<file path="config.mk">
export PLATFORM = sky130hd
export DESIGN_NAME = region_guard
export DESIGN_NICKNAME = d
export VERILOG_FILES = /design/src/rtl/region_guard_pkg.sv /design/src/rtl/region_guard_entry.sv /design/src/rtl/region_guard_resolve.sv /design/src/rtl/region_guard.sv
export SDC_FILE = /design/constraint.sdc
export NUM_CORES = 1
export LEC_CHECK = 0
export CAP_MARGIN = 20
export CORE_UTILIZATION = 25
export DETAILED_ROUTE_END_ITERATION = 10
export DONT_BUFFER_PORTS = 1
export HOLD_SLACK_MARGIN = 0.15
export PLACE_DENSITY = 0.45
export SYNTH_ARGS = -nofsm -noshare
export SYNTH_HDL_FRONTEND = slang
export SYNTH_SLANG_ARGS = --single-unit
</file>
<file path="constraint.sdc">
create_clock -name clk -period 3.74 [get_ports clk]
set_input_delay 0.561 -clock clk [delete_from_list [all_inputs] [get_ports clk]]
set_output_delay 0.561 -clock clk [all_outputs]
set_load 0.005 [all_outputs]
</file>
<file path="src/rtl/region_guard_pkg.sv">
package region_guard_pkg;

   typedef enum logic [1:0] {
      RES_OK    = 2'd0,
      RES_MISS  = 2'd1,
      RES_MULTI = 2'd2,
      RES_VIOL  = 2'd3
   } res_e;

   typedef enum logic [1:0] {
      ACC_FETCH = 2'd0,
      ACC_READ  = 2'd1,
      ACC_WRITE = 2'd2,
      ACC_ALT   = 2'd3
   } acc_e;

   localparam int PERM_W = 6;

   // Bits [2:0] serve privileged code and [5:3] unprivileged code.
   // Inside each group: bit 0 read, bit 1 write, bit 2 execute.
   function automatic logic perm_grant(input logic [PERM_W-1:0] p,
                                       input logic priv,
                                       input logic [1:0] kind);
      logic [2:0] grp;
      grp = priv ? p[2:0] : p[5:3];
      case (kind)
         ACC_FETCH: perm_grant = grp[2];
         ACC_WRITE: perm_grant = grp[1];
         default:   perm_grant = grp[0];
      endcase
   endfunction

endpackage

</file>
<file path="src/rtl/region_guard_entry.sv">
module region_guard_entry
   import region_guard_pkg::*;
#(
   parameter int ADDR_W   = 32,
   parameter int SZ_W     = 6,
   parameter int MIN_LOG2 = 12
) (
   input  logic              clk,
   input  logic              rst_n,
   input  logic              wr_en,
   input  logic [ADDR_W-1:0] wr_base,
   input  logic [SZ_W-1:0]   wr_size,
   input  logic              wr_valid,
   input  logic [PERM_W-1:0] wr_perm,
   input  logic [ADDR_W-1:0] acc_addr,
   input  logic              acc_priv,
   input  logic [1:0]        acc_type,
   output logic              hit,
   output logic              allow
);

   localparam int MAX_LOG2 = ADDR_W;

   logic              valid_q;
   logic [ADDR_W-1:0] base_q;
   logic [SZ_W-1:0]   size_q;
   logic [PERM_W-1:0] perm_q;

   logic [SZ_W-1:0]   size_c;
   logic [ADDR_W-1:0] wr_low;
   logic [ADDR_W-1:0] cmp_mask;

   // Clamp the size field to its legal range.
   always_comb begin
      if (int'(wr_size) < MIN_LOG2)      size_c = SZ_W'(MIN_LOG2);
      else if (int'(wr_size) > MAX_LOG2) size_c = SZ_W'(MAX_LOG2);
      else                               size_c = wr_size;
   end

   // Offset bits that are cleared from the base on a write.
   always_comb begin
      for (int b = 0; b < ADDR_W; b++)
         wr_low[b] = (b < int'(size_c));
   end

   always_ff @(posedge clk or negedge rst_n) begin
      if (!rst_n) begin
         valid_q <= 1'b0;
         base_q  <= '0;
         size_q  <= SZ_W'(MIN_LOG2);
         perm_q  <= '0;
      end else if (wr_en) begin
         valid_q <= wr_valid;
         base_q  <= wr_base & ~wr_low;
         size_q  <= size_c;
         perm_q  <= wr_perm;
      end
   end

   // Compare mask for the stored region: only bits above the size take part.
   always_comb begin
      for (int b = 0; b < ADDR_W; b++)
         cmp_mask[b] = (b >= int'(size_q));
   end

   assign hit   = valid_q && (((acc_addr ^ base_q) & cmp_mask) == '0);
   assign allow = perm_grant(perm_q, acc_priv, acc_type);

endmodule

</file>
<file path="src/rtl/region_guard_resolve.sv">
module region_guard_resolve
   import region_guard_pkg::*;
#(
   parameter int N_ENT = 8
) (
   input  logic             chk_en,
   input  logic [N_ENT-1:0] hit_vec,
   input  logic [N_ENT-1:0] allow_vec,
   output res_e             code
);

   logic any_hit;
   logic many_hit;
   logic granted;

   assign any_hit  = |hit_vec;
   // Clearing the lowest set bit leaves a remainder only if two or more hits exist.
   assign many_hit = |(hit_vec & (hit_vec - N_ENT'(1)));
   assign granted  = |(hit_vec & allow_vec);

   // Precedence: disabled, miss, multiple hit, then the permission result.
   always_comb begin
      if (!chk_en)       code = RES_OK;
      else if (!any_hit) code = RES_MISS;
      else if (many_hit) code = RES_MULTI;
      else if (!granted) code = RES_VIOL;
      else               code = RES_OK;
   end

endmodule

</file>
<file path="src/rtl/region_guard.sv">
module region_guard
   import region_guard_pkg::*;
#(
   parameter int ADDR_W   = 32,
   parameter int N_ENT    = 8,
   parameter int MIN_LOG2 = 12,
   parameter int IDX_W    = (N_ENT > 1) ? $clog2(N_ENT) : 1,
   parameter int SZ_W     = $clog2(ADDR_W + 1)
) (
   input  logic              clk,
   input  logic              rst_n,
   input  logic              chk_en,
   input  logic              cfg_we,
   input  logic [IDX_W-1:0]  cfg_idx,
   input  logic [ADDR_W-1:0] cfg_base,
   input  logic [SZ_W-1:0]   cfg_size,
   input  logic              cfg_valid,
   input  logic [5:0]        cfg_perm,
   input  logic              acc_req,
   input  logic [ADDR_W-1:0] acc_addr,
   input  logic [1:0]        acc_type,
   input  logic              acc_priv,
   output logic              res_valid,
   output logic [1:0]        res_code,
   output logic              ins_miss,
   output logic              ins_prot,
   output logic              dat_miss,
   output logic              dat_prot,
   output logic              multi_hit
);

   if (N_ENT < 2 || N_ENT > 64) begin : g_bad_n
      $error("region_guard: N_ENT must lie in 2..64");
   end
   if (MIN_LOG2 < 1 || MIN_LOG2 > ADDR_W) begin : g_bad_min
      $error("region_guard: MIN_LOG2 must lie in 1..ADDR_W");
   end
   if ((1 << IDX_W) < N_ENT) begin : g_bad_idx
      $error("region_guard: IDX_W too narrow for N_ENT");
   end

   logic [N_ENT-1:0] hit_vec;
   logic [N_ENT-1:0] allow_vec;
   res_e             code_c;

   for (genvar e = 0; e < N_ENT; e++) begin : g_ent
      region_guard_entry #(
         .ADDR_W  (ADDR_W),
         .SZ_W    (SZ_W),
         .MIN_LOG2(MIN_LOG2)
      ) u_ent (
         .clk     (clk),
         .rst_n   (rst_n),
         .wr_en   (cfg_we && (cfg_idx == IDX_W'(e))),
         .wr_base (cfg_base),
         .wr_size (cfg_size),
         .wr_valid(cfg_valid),
         .wr_perm (cfg_perm),
         .acc_addr(acc_addr),
         .acc_priv(acc_priv),
         .acc_type(acc_type),
         .hit     (hit_vec[e]),
         .allow   (allow_vec[e])
      );
   end

   region_guard_resolve #(.N_ENT(N_ENT)) u_resolve (
      .chk_en   (chk_en),
      .hit_vec  (hit_vec),
      .allow_vec(allow_vec),
      .code     (code_c)
   );

   logic is_fetch;
   assign is_fetch = (acc_type == ACC_FETCH);

   always_ff @(posedge clk or negedge rst_n) begin
      if (!rst_n) begin
         res_valid <= 1'b0;
         res_code  <= RES_OK;
         ins_miss  <= 1'b0;
         ins_prot  <= 1'b0;
         dat_miss  <= 1'b0;
         dat_prot  <= 1'b0;
         multi_hit <= 1'b0;
      end else begin
         res_valid <= acc_req;
         res_code  <= acc_req ? code_c : RES_OK;
         ins_miss  <= acc_req &&  is_fetch && (code_c == RES_MISS);
         dat_miss  <= acc_req && !is_fetch && (code_c == RES_MISS);
         ins_prot  <= acc_req &&  is_fetch && (code_c == RES_VIOL);
         dat_prot  <= acc_req && !is_fetch && (code_c == RES_VIOL);
         multi_hit <= acc_req && (code_c == RES_MULTI);
      end
   end

endmodule

</file>
; ---- Word level (Yosys, flattened, before mapping)
; Index checks and enable logic that the tools add are counted.
[op_classes]
add_sub_neg = 1
magnitude_cmp = 290
n_eq_ne = 11
mux = 23
n_bitwise = 20
n_reduce_logical = 37
[op_table]
columns = operator, n
row1 = $ge A5 B6 Y1 const A, 128
row2 = $ge A4 B6 Y1 const A, 64
row3 = $and A32 B32 Y32, 9
row4 = $logic_not A32 Y1, 8
row5 = $xor A32 B32 Y32, 8
row6 = $ge A3 B6 Y1 const A, 32
row7 = $ge A1 B6 Y1 const A, 16
row8 = $ge A2 B6 Y1 const A, 16
row9 = $lt A5 B6 Y1 const A, 16
row10 = $lt A4 B6 Y1 const A, 8
row11 = $not A32 Y32, 1
row12 = $lt A3 B6 Y1 const A, 4
row13 = $mux W3, 8
row14 = $reduce_or A8 Y1, 3
row15 = $logic_and A1 B1 Y1, 23
row16 = $and A8 B8 Y8, 2
row17 = $pmux W1 S2, 8
row18 = $eq A3 B3 Y1 const B, 4
row19 = $lt A1 B6 Y1 const A, 2
row20 = $lt A2 B6 Y1 const A, 2
row21 = $mux W6, 2
row22 = $mux W2, 5
row23 = $sub A8 B1 Y8 const B, 1
row24 = $eq A2 B2 Y1 const B, 3
row25 = 8 further kinds, 9
[word_totals]
register_bits = 368
in_bits = 88
out_inout_bits = 8

; ---- Logic depth before layout (Yosys ltp)
; Gate-level depths: netlist (run 1).
[logic_depth]
word_depth = 12
depth_mapped = 12

; ---- Modules after synthesis
; Synthesis (run 1) repeated with hierarchy kept, for this count alone.
[hier_totals]
hier_cells = 2216
hier_area_um2 = 21197.8
[modules_own_cells]
columns = mod, n_inst, cells_each, area_per_inst_um2, seq_area_each_um2
row1 = region_guard_entry at g_ent[2].u_ent ..., 6, 272, 2595.0, 1128.6
row2 = region_guard_entry at g_ent[1].u_ent, 1, 264, 2602.5, 1128.6
row3 = region_guard_entry at g_ent[0].u_ent, 1, 271, 2562.5, 1128.6
row4 = region_guard, 1, 31, 327.8, 200.2
row5 = region_guard_resolve, 1, 18, 135.1, 0.0

; ---- Least setup slack after synthesis (run 1)
; OpenSTA, ideal clock, no wires.
[synth_path]
path_type = in2reg
startpoint = input acc_addr[14]
endpoint = register res_code[1]
setup_time_ns = 0.128
t_arrival_ns = 2.610
required_time_ns = 3.612
path_slack_ns = 1.002
cell_stages = 11
path_cell_list = buf_4 xnor2_1 a21oi_2 nor3_2 a31oi_1 or4b_1 a2111o_1 o2111ai_1 a211oi_1 nor3_1 nor3_1
[synth_between]
elab_chain_len = 11
[synth_rtl]
columns = element, line
row1 = from (decl), region_guard.sv:20  ; input logic [ADDR_W-1:0] acc_addr,
row2 = $xor A32 B32 Y32, region_guard_entry.sv:66  ; assign hit = valid_q && (((acc_addr ^ base_q) & cmp_mask) == '0);
row3 = $and A32 B32 Y32, region_guard_entry.sv:66
row4 = $logic_not A32 Y1, region_guard_entry.sv:66
row5 = $logic_and A1 B1 Y1, region_guard_entry.sv:66
row6 = $sub A8 B1 Y8 or $and A8 B8 Y8 (tied branches), "region_guard_resolve.sv:18, region_guard_resolve.sv:19"
row7 = $and A8 B8 Y8 or $reduce_or A8 Y1 (tied branches), "region_guard_resolve.sv:18, region_guard_resolve.sv:19"
row8 = $reduce_or A8 Y1 or $mux W2 (tied branches), "region_guard_resolve.sv:18, region_guard_resolve.sv:26"
row9 = $mux W2, region_guard_resolve.sv:25  ; else if (many_hit) code = RES_MULTI;
row10 = $mux W2 *, region_guard_resolve.sv:24  ; else if (!any_hit) code = RES_MISS;
row11 = $mux W2 *, region_guard_resolve.sv:23  ; if (!chk_en) code = RES_OK;
row12 = $mux W2 *, region_guard.sv:88  ; res_code <= acc_req ? code_c : RES_OK;
row13 = to (signal assigned), region_guard.sv:88
row14 = to (decl), region_guard.sv:24  ; output logic [1:0] res_code,
; Every way passes the cells marked *; elsewhere a longest branch is shown, timed or not.
; A chain may end at the register's enable or synchronous reset.

; ---- Worst setup path after layout (run 1)
[layout_path]
startpoint = register g_ent[4].u_ent.size_q[2]
endpoint = register ins_miss
[layout_between]
elab_chain_len = 12
[layout_rtl]
columns = element, line
row1 = from (decl), region_guard_entry.sv:26  ; logic [SZ_W-1:0] size_q;
row2 = from (signal assigned), region_guard_entry.sv:50  ; size_q <= SZ_W'(MIN_LOG2);
row3 = from (signal assigned), region_guard_entry.sv:55  ; size_q <= size_c;
row4 = $ge A1 B6 Y1 (tied with other cells), region_guard_entry.sv:63  ; cmp_mask[b] = (b >= int'(size_q));
row5 = $and A32 B32 Y32 *, region_guard_entry.sv:66
row6 = $logic_not A32 Y1 *, region_guard_entry.sv:66
row7 = $logic_and A1 B1 Y1 *, region_guard_entry.sv:66
row8 = $sub A8 B1 Y8 or $and A8 B8 Y8 (tied branches), "region_guard_resolve.sv:18, region_guard_resolve.sv:19"
row9 = $and A8 B8 Y8 or $reduce_or A8 Y1 (tied branches), "region_guard_resolve.sv:18, region_guard_resolve.sv:19"
row10 = $reduce_or A8 Y1 or $mux W2 (tied branches), "region_guard_resolve.sv:18, region_guard_resolve.sv:26"
row11 = $mux W2, region_guard_resolve.sv:25
row12 = $mux W2 *, region_guard_resolve.sv:24
row13 = $mux W2 *, region_guard_resolve.sv:23
row14 = $eq A2 B1 Y1 *, region_guard.sv:89  ; ins_miss <= acc_req && is_fetch && (code_c == RES_MISS);
row15 = $logic_and A1 B1 Y1 *, region_guard.sv:89
row16 = to (signal assigned), region_guard.sv:89
row17 = to (decl), region_guard.sv:25  ; output logic ins_miss,
; Marked as above.

==> results.py, run 1 <==
metrics = {
    "worst_hold_path": {
        "hold_path.class": "in2async",
    },
    "floorplan": {
        "die_y_um": 277,
        "dieWidth_um": 277,
        "num_rows": 100,
        "dieArea_um2": 77000,
        "top_level_ports": 96,
        "coreArea_um2": 74800,
        "initial_core_util_pct": 25.4,
    },
    "synth": {
        "yosys_warnings": 0,
        "synth.avg_cell_area_um2": 9.72,
        "async_flop_share_pct": 100,
        "synthCells": 1951,
        "synthFlopType": "dfrtp_1",
        "yosysUniqueCellTypes": 81,
        "synth_nets": 2039,
        "netlist_area_um2": 19000,
        "ys_ff_latch": 368,
        "synth-edff-count": 0,
        "yosysSeqAreaShare_pct": 48.6,
    },
    "critical_path": {
        "end_kind": "register",
        "r2r-end": "ins_miss$_DFF_PN0_",
        "r2r_cells": 12,
        "reg2reg_slack_ps": 220,
        "worstPathRequired_ps": 4190,
        "critical-path-top-delay-family": "simple AND/OR/NAND/NOR gates",
        "crit_start": "g_ent[4].u_ent.size_q[2]$_DFFE_PN1P_",
        "crit_path_end": "ins_miss$_DFF_PN0_",
        "slowest_stage": "dfstp_2",
        "cp-start-kind": "register",
        "cp_max_fo": 13,
        "critical_path_class": "reg2reg",
        "worst_r2r_startpoint": "g_ent[4].u_ent.size_q[2]$_DFFE_PN1P_",
        "slowest_delay_ps": 660,
        "crit_buf_inv": 2,
        "cp.arrival_ps": 3980,
        "crit_path_cell_trace": "and3_1 > a31oi_1 > nor4b_1 > o21ai_0 > o31ai_1 > nor4b_2 > buf_4 > nor2_1 > nand2_1 > or2_1 > nor4_1 > dlygate4sd3_1",
        "cp.depth": 12,
    },
    "sta": {
        "worst_pin_slew_ps": 1090,
        "final-setup-viol-count": 0,
        "finalCritPeriodShare_pct": 94.2,
        "whs_ps": -306,
        "hold_viol": 355,
        "min_period_ps": 3520,
        "fin_setup_tns_ps": 0,
        "fmax_ghz": 0.284,
        "report.final.slew_viol_count": 0,
        "finClkSkew_ps": 14.4,
        "setup_ws_ps": 216,
        "grt_setup_unrepaired": "false",
        "max_slew_margin_pct": 26.9,
    },
    "final_layout": {
        "finalNetCount": 1977,
        "num-fill-cells": 7882,
        "area_delta_synth_final_pct": 12.1,
        "seqCellArea_um2": 9230,
        "multi_input_area_um2": 9010,
        "fin_util_pct": 28.4,
        "final_layout_size_suffix_gt1_share_pct": 11.2,
        "diodes": 0,
    },
    "global_route": {
        "antenna_found_initial": 5,
        "grtUsageTotal_pct": 16.8,
        "grt-ovfl-total": 0,
        "grt_pass1_vias": 14140,
        "grt_max_degree": 369,
        "grt_pass1_wl_um": 95800,
    },
    "drt": {
        "routed-via-count": 14345,
        "routed_wl_um": 64500,
        "postRouteAntennaNets": 0,
        "via_per_inst": 4.96,
        "routedWlPerCell_um": 22.3,
        "dr.pass1.iters": 5,
        "route.detailed.drc": 0,
        "drt_iter0_markers": 1606,
    },
    "place": {
        "dp_slack_ps": 676,
        "place.gp.congestion": 0.873,
        "dp_hpwl_um": 41000,
        "io_buffers": 0,
    },
    "power_and_ir_drop": {
        "ir_drop_v": 0.000301,
        "leakage_uw": 0.00890,
        "powerDensity_nw_per_um2": 498,
    },
    "clock_network": {
        "numCtsBuffers": 42,
        "clkTransAtPathRegs_ps": 60,
        "cts.sinks": 368,
        "hold_buffers": 12,
        "cts_max_level": 2,
        "post_cts_buffers": 0,
        "cts_tree": "built",
        "cts.root.buffer_cell": "clkbuf_16",
        "clk_latency_ps": 570,
        "clk_path_buf_depth": 3,
    },
    "run_status": {
        "violations": "negative hold slack",
        "outcome": "complete, but fails checks",
    },
    "flow_run": {
        "max_cap_violations": 0,
    },
}
==> synthesized netlist by cell type, drive strengths merged (7+ instances only) <==
cell type  count  area [um^2]
a211oi        15          118
a21o           7         52.6
a21oi         76          388
a221oi         9         78.8
a22oi          7         52.6
a31oi         21          131
and2         108          676
and3           8         55.1
buf           58          318
clkbuf        93          349
dfrtp        352         8810
dfstp         16          420
inv           26         97.6
mux2          70          788
mux4           8          180
nand2        260          976
nand3         31          155
nand4         15         93.8
nor2          54          203
nor3          33          175
nor4           7         50.1
o2111ai        7         61.3
o211ai        26          195
o21a          11         83.8
o21ai        276         1380
o22ai         10         62.6
or2           10         67.6
or3            7         48.8
xnor2        134         1170
xor2         122         1070
==> stage by stage <==
| stage | power [uW] | instance area [um^2] | cells | hold WS, ps |
|---|---|---|---|---|
| after floorplan | 6180 | 19000 | 1951 | 265 |
| after global placement | 6510 | 19800 | 2798 | 278 |
| after detailed placement | 6540 | 19800 | 2800 | 291 |
| after CTS | 10700 | 21200 | 2888 | -344 |
| after global routing | 11100 | 21300 | 2890 | -343 |
| final | 10600 | 21300 | 2890 | -306 |
==> worst register-to-register path: stages (launching register included) <==
cell and delay [ps]:
dfstp_2 660, and3_1 300, a31oi_1 110, nor4b_1 350, o21ai_0 150, o31ai_1 270
nor4b_2 300, buf_4 240, nor2_1 90, nand2_1 170, or2_1 170, nor4_1 50
dlygate4sd3_1 550
==> worst min-delay path by stage <==
stage | startpoint | to | cells past startpoint
after floorplan | rst_n | dat_miss$_DFF_PN0_ | 0
after global placement | rst_n | g_ent[2].u_ent.perm_q[2]$_DFFE_PN0P_ | 0
after detailed placement | rst_n | dat_miss$_DFF_PN0_ | 0
after CTS | rst_n | g_ent[2].u_ent.perm_q[4]$_DFFE_PN0P_ | 0
after global routing | rst_n | g_ent[2].u_ent.perm_q[1]$_DFFE_PN0P_ | 0
final | rst_n | g_ent[2].u_ent.perm_q[1]$_DFFE_PN0P_ | 0
==> cells in the final DEF (no fill, tap or decap), drive strengths merged, types with 8 or more instances in the layout <==
| master | count |
|---|---|
| dfrtp | 352 |
| o21ai | 276 |
| nand2 | 260 |
| xnor2 | 134 |
| xor2 | 122 |
| and2 | 108 |
| a21oi | 76 |
| mux2 | 70 |
| clkbuf | 65 |
| nor2 | 54 |
| nor3 | 33 |
| buf | 33 |
| nand3 | 31 |
| inv | 27 |
| o211ai | 26 |
| a31oi | 21 |
| dfstp | 16 |
| nand4 | 15 |
| a211oi | 15 |
| dlygate4sd3 | 12 |
| o21a | 11 |
| o22ai | 10 |
| or2 | 10 |
| a221oi | 9 |
| mux4 | 8 |
| and3 | 8 |
==> state kept, by name, indices dropped and copies added (netlist names) <==
| signal | flops |
|---|---|
| g_ent.u_ent.perm_q | 48 |
| multi_hit | 1 |
| dat_miss | 1 |
| g_ent.u_ent.size_q | 48 |
| dat_prot | 1 |
| res_valid | 1 |
| g_ent.u_ent.base_q | 256 |
| g_ent.u_ent.valid_q | 8 |
| res_code | 2 |
| ins_miss | 1 |
| ins_prot | 1 |
==> power by group <==
part / total (uW) / switching, uW / internal (uW)
sequential: 4930 / 491 / 4440
clock: 4060 / 1710 / 2340
combinational: 1600 / 829 / 768
==> kinds of logic after synthesis <==
group | count (synthesis) | share of synthesized area (%)
compound gates | 517 | 16.2
xor+xnor | 256 | 11.8
fa+ha+maj | 3 | 0.178
buf+inv | 178 | 4.05
flops | 368 | 48.6
mux | 79 | 5.16
simple gates | 550 | 13.9
==> per-layer routing <==
metal / GRT usage [%] / routed length, um
met5: 0 / 0
met4: 5.47 / 1910
met3: 4.09 / 5120
met2: 23.3 / 25900
met1: 25.1 / 31600
==> what timing repair did <==
item	CTS	global route
gates resized for setup	0	1
setup endpoints to repair	0	1
endpoints found under the hold margin	428	355
==> layout make-up <==
| cell class | count | area share [%] |
|---|---|---|
| clock inverter | 11 | 0.535 |
| tap | 969 | 5.70 |
| sequential | 368 | 43.4 |
| timing repair buffer | 45 | 1.88 |
| clock buffer | 65 | 5.64 |
| multi-input combinational | 1405 | 42.4 |
| inverter | 27 | 0.477 |
(Power assumes the default switching activity.)
==> run 2: changes to the inputs <==
--- a/config.mk
+++ b/config.mk
@@ -8,3 +8,3 @@
 export CAP_MARGIN = 20
-export CORE_UTILIZATION = 25
+export CORE_UTILIZATION = 55
 export DETAILED_ROUTE_END_ITERATION = 10
@@ -12,3 +12,3 @@
 export HOLD_SLACK_MARGIN = 0.15
-export PLACE_DENSITY = 0.45
+export PLACE_DENSITY = 0.77
 export SYNTH_ARGS = -nofsm -noshare
--- a/constraint.sdc
+++ b/constraint.sdc
@@ -3,2 +3,2 @@
 set_output_delay 0.561 -clock clk [all_outputs]
-set_load 0.005 [all_outputs]
+set_load 0.05 [all_outputs]
==> run 2 against run 1 <==
Net effect: the flow still finishes with violations (negative hold slack); via count is 0.41% higher; clock power increased by 3%; non-clock buffer count is 22 lower; sequential power hardly changed; critical endpoint unchanged.
==> results.py, run 2 (synthesis results as in run 1) <==
metrics = {
    "drt": {
        "drt_iter0_markers": 1400,
        "routed-via-count": 14404,
        "postRouteAntennaNets": 0,
        "routedWlPerCell_um": 23.6,
        "routed_wl_um": 55300,
        "dr.pass1.iters": 5,
        "route.detailed.drc": 0,
        "via_per_inst": 6.15,
    },
    "floorplan": {
        "coreArea_um2": 33700,
        "top_level_ports": 96,
        "num_rows": 67,
        "dieArea_um2": 35200,
        "dieWidth_um": 188,
        "initial_core_util_pct": 56.3,
        "die_y_um": 188,
    },
    "global_route": {
        "grt-ovfl-total": 0,
        "antenna_found_initial": 1,
        "use_met2_pct": 48.7,
        "grt-busiest-layer": "met2",
        "grt_max_degree": 369,
        "grt_pass1_vias": 13891,
        "grt_pass1_wl_um": 84400,
        "grtUsageTotal_pct": 31.8,
        "met3_usage_pct": 6.05,
        "use_met1_pct": 45.0,
    },
    "final_layout": {
        "finalNetCount": 1953,
        "final_layout_size_suffix_gt1_share_pct": 11.1,
        "diodes": 0,
        "layout.cells.non_filler": 2343,
        "num-fill-cells": 2771,
        "most-common-layout-cells": "352 x dfrtp_1, 265 x o21ai_0, 257 x nand2_1, 134 x xnor2_1, 122 x xor2_1",
        "reg.largest.list": "g_ent.u_ent.base_q: 256 flops, g_ent.u_ent.perm_q: 48 flops, g_ent.u_ent.size_q: 48 flops",
        "layout_commonest_cell": "dfrtp_1",
        "largest-register": "g_ent.u_ent.base_q",
        "largest_reg_flops": 256,
        "area_delta_synth_final_pct": 8.05,
    },
    "place": {
        "dp_cells": 2267,
        "dp_hpwl_um": 35500,
        "place.gp.congestion": 0.944,
        "io_buffers": 0,
    },
    "flow_run": {
        "max_cap_violations": 0,
    },
    "sta": {
        "report.final.slew_viol_count": 0,
        "final-setup-viol-count": 0,
        "fin_setup_tns_ps": 0,
        "hold_viol": 354,
        "whs_ps": -281,
        "max_slew_margin_pct": 18.4,
        "worst_pin_slew_ps": 1220,
        "min_period_ps": 3560,
        "grt_setup_unrepaired": "false",
        "finClkSkew_ps": 14.2,
        "finalCritPeriodShare_pct": 95.1,
        "fmax_ghz": 0.281,
    },
    "power_and_ir_drop": {
        "ir_drop_v": 0.000448,
        "leakage_uw": 0.00884,
        "powerDensity_nw_per_um2": 522,
    },
    "critical_path": {
        "crit_path_cell_trace": "inv_1 > nor2_1 > o21ai_0 > a211o_1 > a211o_1 > nor4b_2 > buf_4 > nor2_1 > nand2_1 > or2_1 > nor4_1 > dlygate4sd3_1",
        "critical_path_class": "reg2reg",
        "slowest_delay_ps": 660,
        "cp.arrival_ps": 3970,
        "cp-start-kind": "register",
        "cp_max_fo": 13,
        "worstPathRequired_ps": 4150,
        "slowest_stage": "dfstp_2",
        "end_kind": "register",
    },
    "clock_network": {
        "clk_path_buf_depth": 3,
        "clkTransAtPathRegs_ps": 60,
        "numCtsBuffers": 40,
        "cts_tree": "built",
        "hold_buffers": 3,
        "cts_max_level": 2,
        "cts.sinks": 368,
        "cts.root.buffer_cell": "clkbuf_16",
        "clk_latency_ps": 540,
    },
    "run_status": {
        "outcome": "complete, but fails checks",
        "violations": "negative hold slack",
    },
    "worst_hold_path": {
        "hold_path.class": "in2async",
    },
}
[run 2: cell count changes in the layout (fill, tap and decap cells not counted), sizes merged]
cell and change:
dlygate4sd3 -9, clkbuf -6, clkinvlp +1, clkinv -2, bufinv +3, buf -13
[run 2: final timing paths]
check	startpoint	depth (start not counted)	to	slack, ps
worst min-delay path	rst_n	0	g_ent[4].u_ent.base_q[12]$_DFFE_PN0P_	-280
min in group clk	cfg_perm[3]	1	g_ent[2].u_ent.perm_q[3]$_DFFE_PN0P_	180
worst min register to register	g_ent[5].u_ent.base_q[14]$_DFFE_PN0P_	2	g_ent[5].u_ent.base_q[14]$_DFFE_PN0P_	500
worst max-delay path	g_ent[4].u_ent.size_q[2]$_DFFE_PN1P_	12	ins_miss$_DFF_PN0_	180
worst max register to register	g_ent[4].u_ent.size_q[2]$_DFFE_PN1P_	12	ins_miss$_DFF_PN0_	180
max in group asynchronous	rst_n	0	g_ent[6].u_ent.base_q[9]$_DFFE_PN0P_	3240
[run 2: routing by layer]
layer | part of all wire (%) | vias up | routed length, um
li1 | - | 6561 | -
met4 | 3.9 | 0 | 2170
met3 | 8.7 | 113 | 4820
met5 | 0 | - | 0
met1 | 43 | 7117 | 23600
met2 | 45 | 613 | 24800
[run 2: final cells by class]
| cell class | instances | area, um^2 | share of cell area, % |
|---|---|---|---|
| clock buffer | 59 | 1190 | 5.82 |
| inverter | 27 | 101 | 0.494 |
| tap | 448 | 561 | 2.73 |
| sequential | 368 | 9230 | 45.0 |
| clock inverter | 13 | 208 | 1.01 |
| timing repair buffer | 23 | 193 | 0.940 |
| multi-input combinational | 1405 | 9010 | 44.0 |
[run 2: metrics by stage]
stage | total power [uW] | worst slack (ps) | hold slack (ps) | util (%) | cell area (um^2)
2_1_floorplan | 6190 | 1000 | 265 | - | 19000
3_3_place_gp | 6460 | 650 | 278 | 56.5 | 19000
3_5_place_dp | 6530 | 632 | 277 | 56.5 | 19000
4_1_cts | 10700 | 228 | -284 | 60.8 | 20500
5_1_grt | 11100 | 68.5 | -292 | 60.8 | 20500
6_report | 10700 | 184 | -281 | 60.8 | 20500
[run 2: where the power goes]
part / total, uW / internal (uW) / switching, uW
logic: 1560 / 752 / 811
clock network: 4200 / 2560 / 1640
registers: 4950 / 4440 / 512
total: 10700 / 7750 / 2960
[run 2: what timing repair did]
item / CTS / global route
resized for setup: 0 / 1
setup endpoints to repair: 0 / 1
hold endpoints to repair: 370 / 368
setup buffers: 0 / 0
[run 2: worst max-delay path: cells and delay by family, from the launching register on]
family,cells,cell delay [ps]
compound gates,3,730
buf+inv,3,880
flops,1,660
simple gates,6,1140
==> run 3: changes to the inputs <==
Settings changed: PLACE_DENSITY 0.77 to default, PLACE_DENSITY_LB_ADDON from default to 0.15, SYNTH_HIERARCHICAL from default to 1.
==> run 3 against run 2 <==
Net effect: the flow still finishes with violations (negative hold slack); critical path type unchanged; clock power about the same; via count increased by 26%; maximum frequency decreased by 0.94%; cell count increased by 17%; largest cell class is now multi-input combinational cells; design area increased by 14%; critical path depth increased by 2; non-clock buffer count increased by 61; synthesized area increased by 12%; hold slack got worse by 38 ps; synthesized cell count increased by 14%; sequential power increased by 2%.
==> results.py, run 3 <==
metrics = {
    "run_status": {
        "outcome": "complete, but fails checks",
        "violations": "negative hold slack",
    },
    "synth": {
        "synth.most_common_cell": "dfrtp_1",
        "netlist_area_um2": 21200,
        "yosysUniqueCellTypes": 77,
        "synth_nets": 2304,
        "synth.avg_cell_area_um2": 9.57,
        "synth-edff-count": 0,
        "synth_area_leaders": "dfrtp_1 42%, xor2_1 5.9%, nor2b_1 5.3%, xnor2_1 4.4%, mux2_2 3.8%",
        "ys_ff_latch": 368,
        "yosysSeqAreaShare_pct": 43.5,
        "async_flop_share_pct": 100,
        "synthCells": 2216,
        "yosys_warnings": 6,
        "synth_top_area_share_pct": 41.6,
        "synth_commonest_cells": "352 x dfrtp_1, 179 x nor2b_1, 171 x nand2_1",
        "synth_top_area_cell": "dfrtp_1",
        "synthFlopType": "dfrtp_1",
    },
    "final_layout": {
        "most-common-layout-cells": "351 x dfrtp_1, 179 x nor2b_1, 171 x nand2_1, 143 x xor2_1, 140 x o21ai_0",
        "design_area_um2": 23300,
        "area_delta_synth_final_pct": 10.1,
        "largest-register": "g_ent.u_ent/base_q",
        "largest_reg_flops": 256,
        "reg.largest.list": "g_ent.u_ent/base_q: 256 flops, g_ent.u_ent/perm_q: 48 flops, g_ent.u_ent/size_q: 48 flops",
        "final_layout_size_suffix_gt1_share_pct": 12.0,
        "layout_commonest_cell": "dfrtp_1",
        "fin_util_pct": 61.8,
        "finalNetCount": 2282,
    },
    "sta": {
        "finClkSkew_ps": 17.0,
        "hold_viol": 311,
        "fin_setup_tns_ps": 0,
        "max_slew_margin_pct": 6.68,
        "min_period_ps": 3590,
        "grt_setup_unrepaired": "false",
        "fmax_ghz": 0.279,
        "report.final.slew_viol_count": 0,
        "worst_pin_slew_ps": 1400,
        "whs_ps": -319,
        "finalCritPeriodShare_pct": 96.0,
        "final-setup-viol-count": 0,
    },
    "floorplan": {
        "die_y_um": 198,
        "top_level_ports": 96,
        "dieArea_um2": 39300,
        "dieWidth_um": 198,
        "initial_core_util_pct": 56.1,
        "coreArea_um2": 37800,
        "num_rows": 71,
    },
    "global_route": {
        "grtUsageTotal_pct": 40.9,
        "grt_max_degree": 369,
        "grt_pass1_vias": 17489,
        "grt_pass1_wl_um": 116000,
        "grt-ovfl-total": 0,
        "antenna_found_initial": 4,
    },
    "clock_network": {
        "numCtsBuffers": 41,
        "cts.root.buffer_cell": "clkbuf_16",
        "cts_tree": "built",
        "cts_max_level": 2,
        "clkTransAtPathRegs_ps": 60,
        "clk_latency_ps": 580,
        "clk_path_buf_depth": 3,
        "hold_buffers": 42,
        "cts.sinks": 368,
    },
    "place": {
        "place_area_um2": 21500,
        "io_buffers": 0,
        "dp_hpwl_um": 43800,
        "place.gp.congestion": 0.902,
    },
    "critical_path": {
        "crit_path_cell_trace": "or2_2 > nor3_1 > a2111oi_2 > o2111ai_1 > a211o_1 > nor4_2 > buf_4 > or3_1 > a21oi_1 > or3_1 > a31oi_1 > buf_4 > and2_4 > and2b_1",
        "r2r_cells": 14,
        "end_kind": "register",
        "critical-path-top-delay-family": "simple AND/OR/NAND/NOR gates",
        "reg2reg_slack_ps": 150,
        "r2r-end": "multi_hit$_DFF_PN0_",
        "worstPathRequired_ps": 4260,
        "slowest_delay_ps": 650,
        "slowest_stage": "dfstp_2",
        "cp.arrival_ps": 4110,
        "worst_r2r_startpoint": "g_ent[6].u_ent/size_q[2]$_DFFE_PN1P_",
        "critical_path_class": "reg2reg",
        "crit_buf_inv": 2,
        "cp_max_fo": 11,
        "cp-start-kind": "register",
    },
    "power_and_ir_drop": {
        "powerDensity_nw_per_um2": 496,
        "leakage_uw": 0.0107,
        "ir_drop_v": 0.000456,
    },
    "drt": {
        "postRouteAntennaNets": 0,
        "routed-via-count": 18097,
        "route.detailed.drc": 0,
        "drt_iter0_markers": 2096,
        "routed_wl_um": 78900,
        "dr.pass1.iters": 7,
        "via_per_inst": 6.60,
        "routedWlPerCell_um": 28.8,
    },
    "worst_hold_path": {
        "hold_path.class": "in2async",
    },
    "flow_run": {
        "max_cap_violations": 0,
    },
}
-- run 3: cells by family (layout without fill, tap and decap cells) --
logic type,count (synthesis),after routing,share of synthesized area [%]
AO/OA/AOI/OAI,587,587,19.2
XOR/XNOR,250,250,10.4
adder cells (fa/ha/maj),7,7,0.331
buffers and inverters,279,289,5.57
flip-flops,368,368,43.5
multiplexers,97,97,5.52
other,0,3,0
AND/OR/NAND/NOR,628,628,15.4
-- run 3: worst reg2reg max path: cells and delay by family (launching register included) --
kind                   cells  cell delay, ps
AO/OA/AOI/OAI              5            1080
buffers and inverters      2             410
flip-flops                 1             650
AND/OR/NAND/NOR            7            1400
-- run 3: report_power, final --
part / total (uW) / internal [uW] / switching [uW] / leakage [uW]
Clock: 4210 / 2450 / 1770 / 0.000664
Combinational: 2290 / 1110 / 1180 / 0.00519
Sequential: 5070 / 4510 / 563 / 0.00481
Total: 11600 / 8070 / 3510 / 0.0107
-- run 3: per-stage QoR --
| stage | setup WS, ps | power [uW] | instances |
|---|---|---|---|
| floorplan | 440 | 6790 | 2216 |
| global placement | 40.8 | 7170 | 2618 |
| detailed placement | 8.95 | 7210 | 2618 |
| CTS | 98.4 | 11500 | 2735 |
| global route | 5.00 | 12000 | 2738 |
| finish | 151 | 11600 | 2740 |
-- run 3: worst max path at each step --
| stage | start | to | slack (ps) | cells past startpoint |
|---|---|---|---|---|
| 6_report | g_ent[6].u_ent/size_q[2]$_DFFE_PN1P_ | multi_hit$_DFF_PN0_ | 150 | 14 |
| 5_1_grt | g_ent[2].u_ent/size_q[3]$_DFFE_PN1P_ | ins_prot$_DFF_PN0_ | 5 | 14 |
| 4_1_cts | g_ent[0].u_ent/size_q[2]$_DFFE_PN1P_ | multi_hit$_DFF_PN0_ | 100 | 14 |
| 3_5_place_dp | g_ent[0].u_ent/size_q[2]$_DFFE_PN1P_ | multi_hit$_DFF_PN0_ | 9 | 14 |
| 3_3_place_gp | g_ent[0].u_ent/size_q[2]$_DFFE_PN1P_ | multi_hit$_DFF_PN0_ | 40 | 14 |
| 2_1_floorplan | acc_addr[17] | multi_hit$_DFF_PN0_ | 440 | 12 |
-- run 3: what timing repair did --
item | in CTS | in global routing
buffers inserted | 0 | 2
resized for setup | 1 | 3
pin swaps | 0 | 0
endpoints found under the setup margin | 2 | 3
endpoints found under the hold margin | 540 | 368
-- run 3: final cells by class --
cell class,count,area [um^2]
multi-input cells,1569,10900
flip-flops and latches,368,9230
fillers,3215,14400
clock inverters,19,219
clock buffers,56,1150
inverters,130,488
repair buffers,84,746
well taps,511,639
diodes,3,7.51
-- run 3: metal layers --
metal,vias to the layer above,routed length (um),track usage [%]
met3,241,9460,12.3
met2,1037,32500,57.1
li1,7822,-,-
met1,8989,31700,55.5
met4,8,5240,24.5
met5,-,57,0
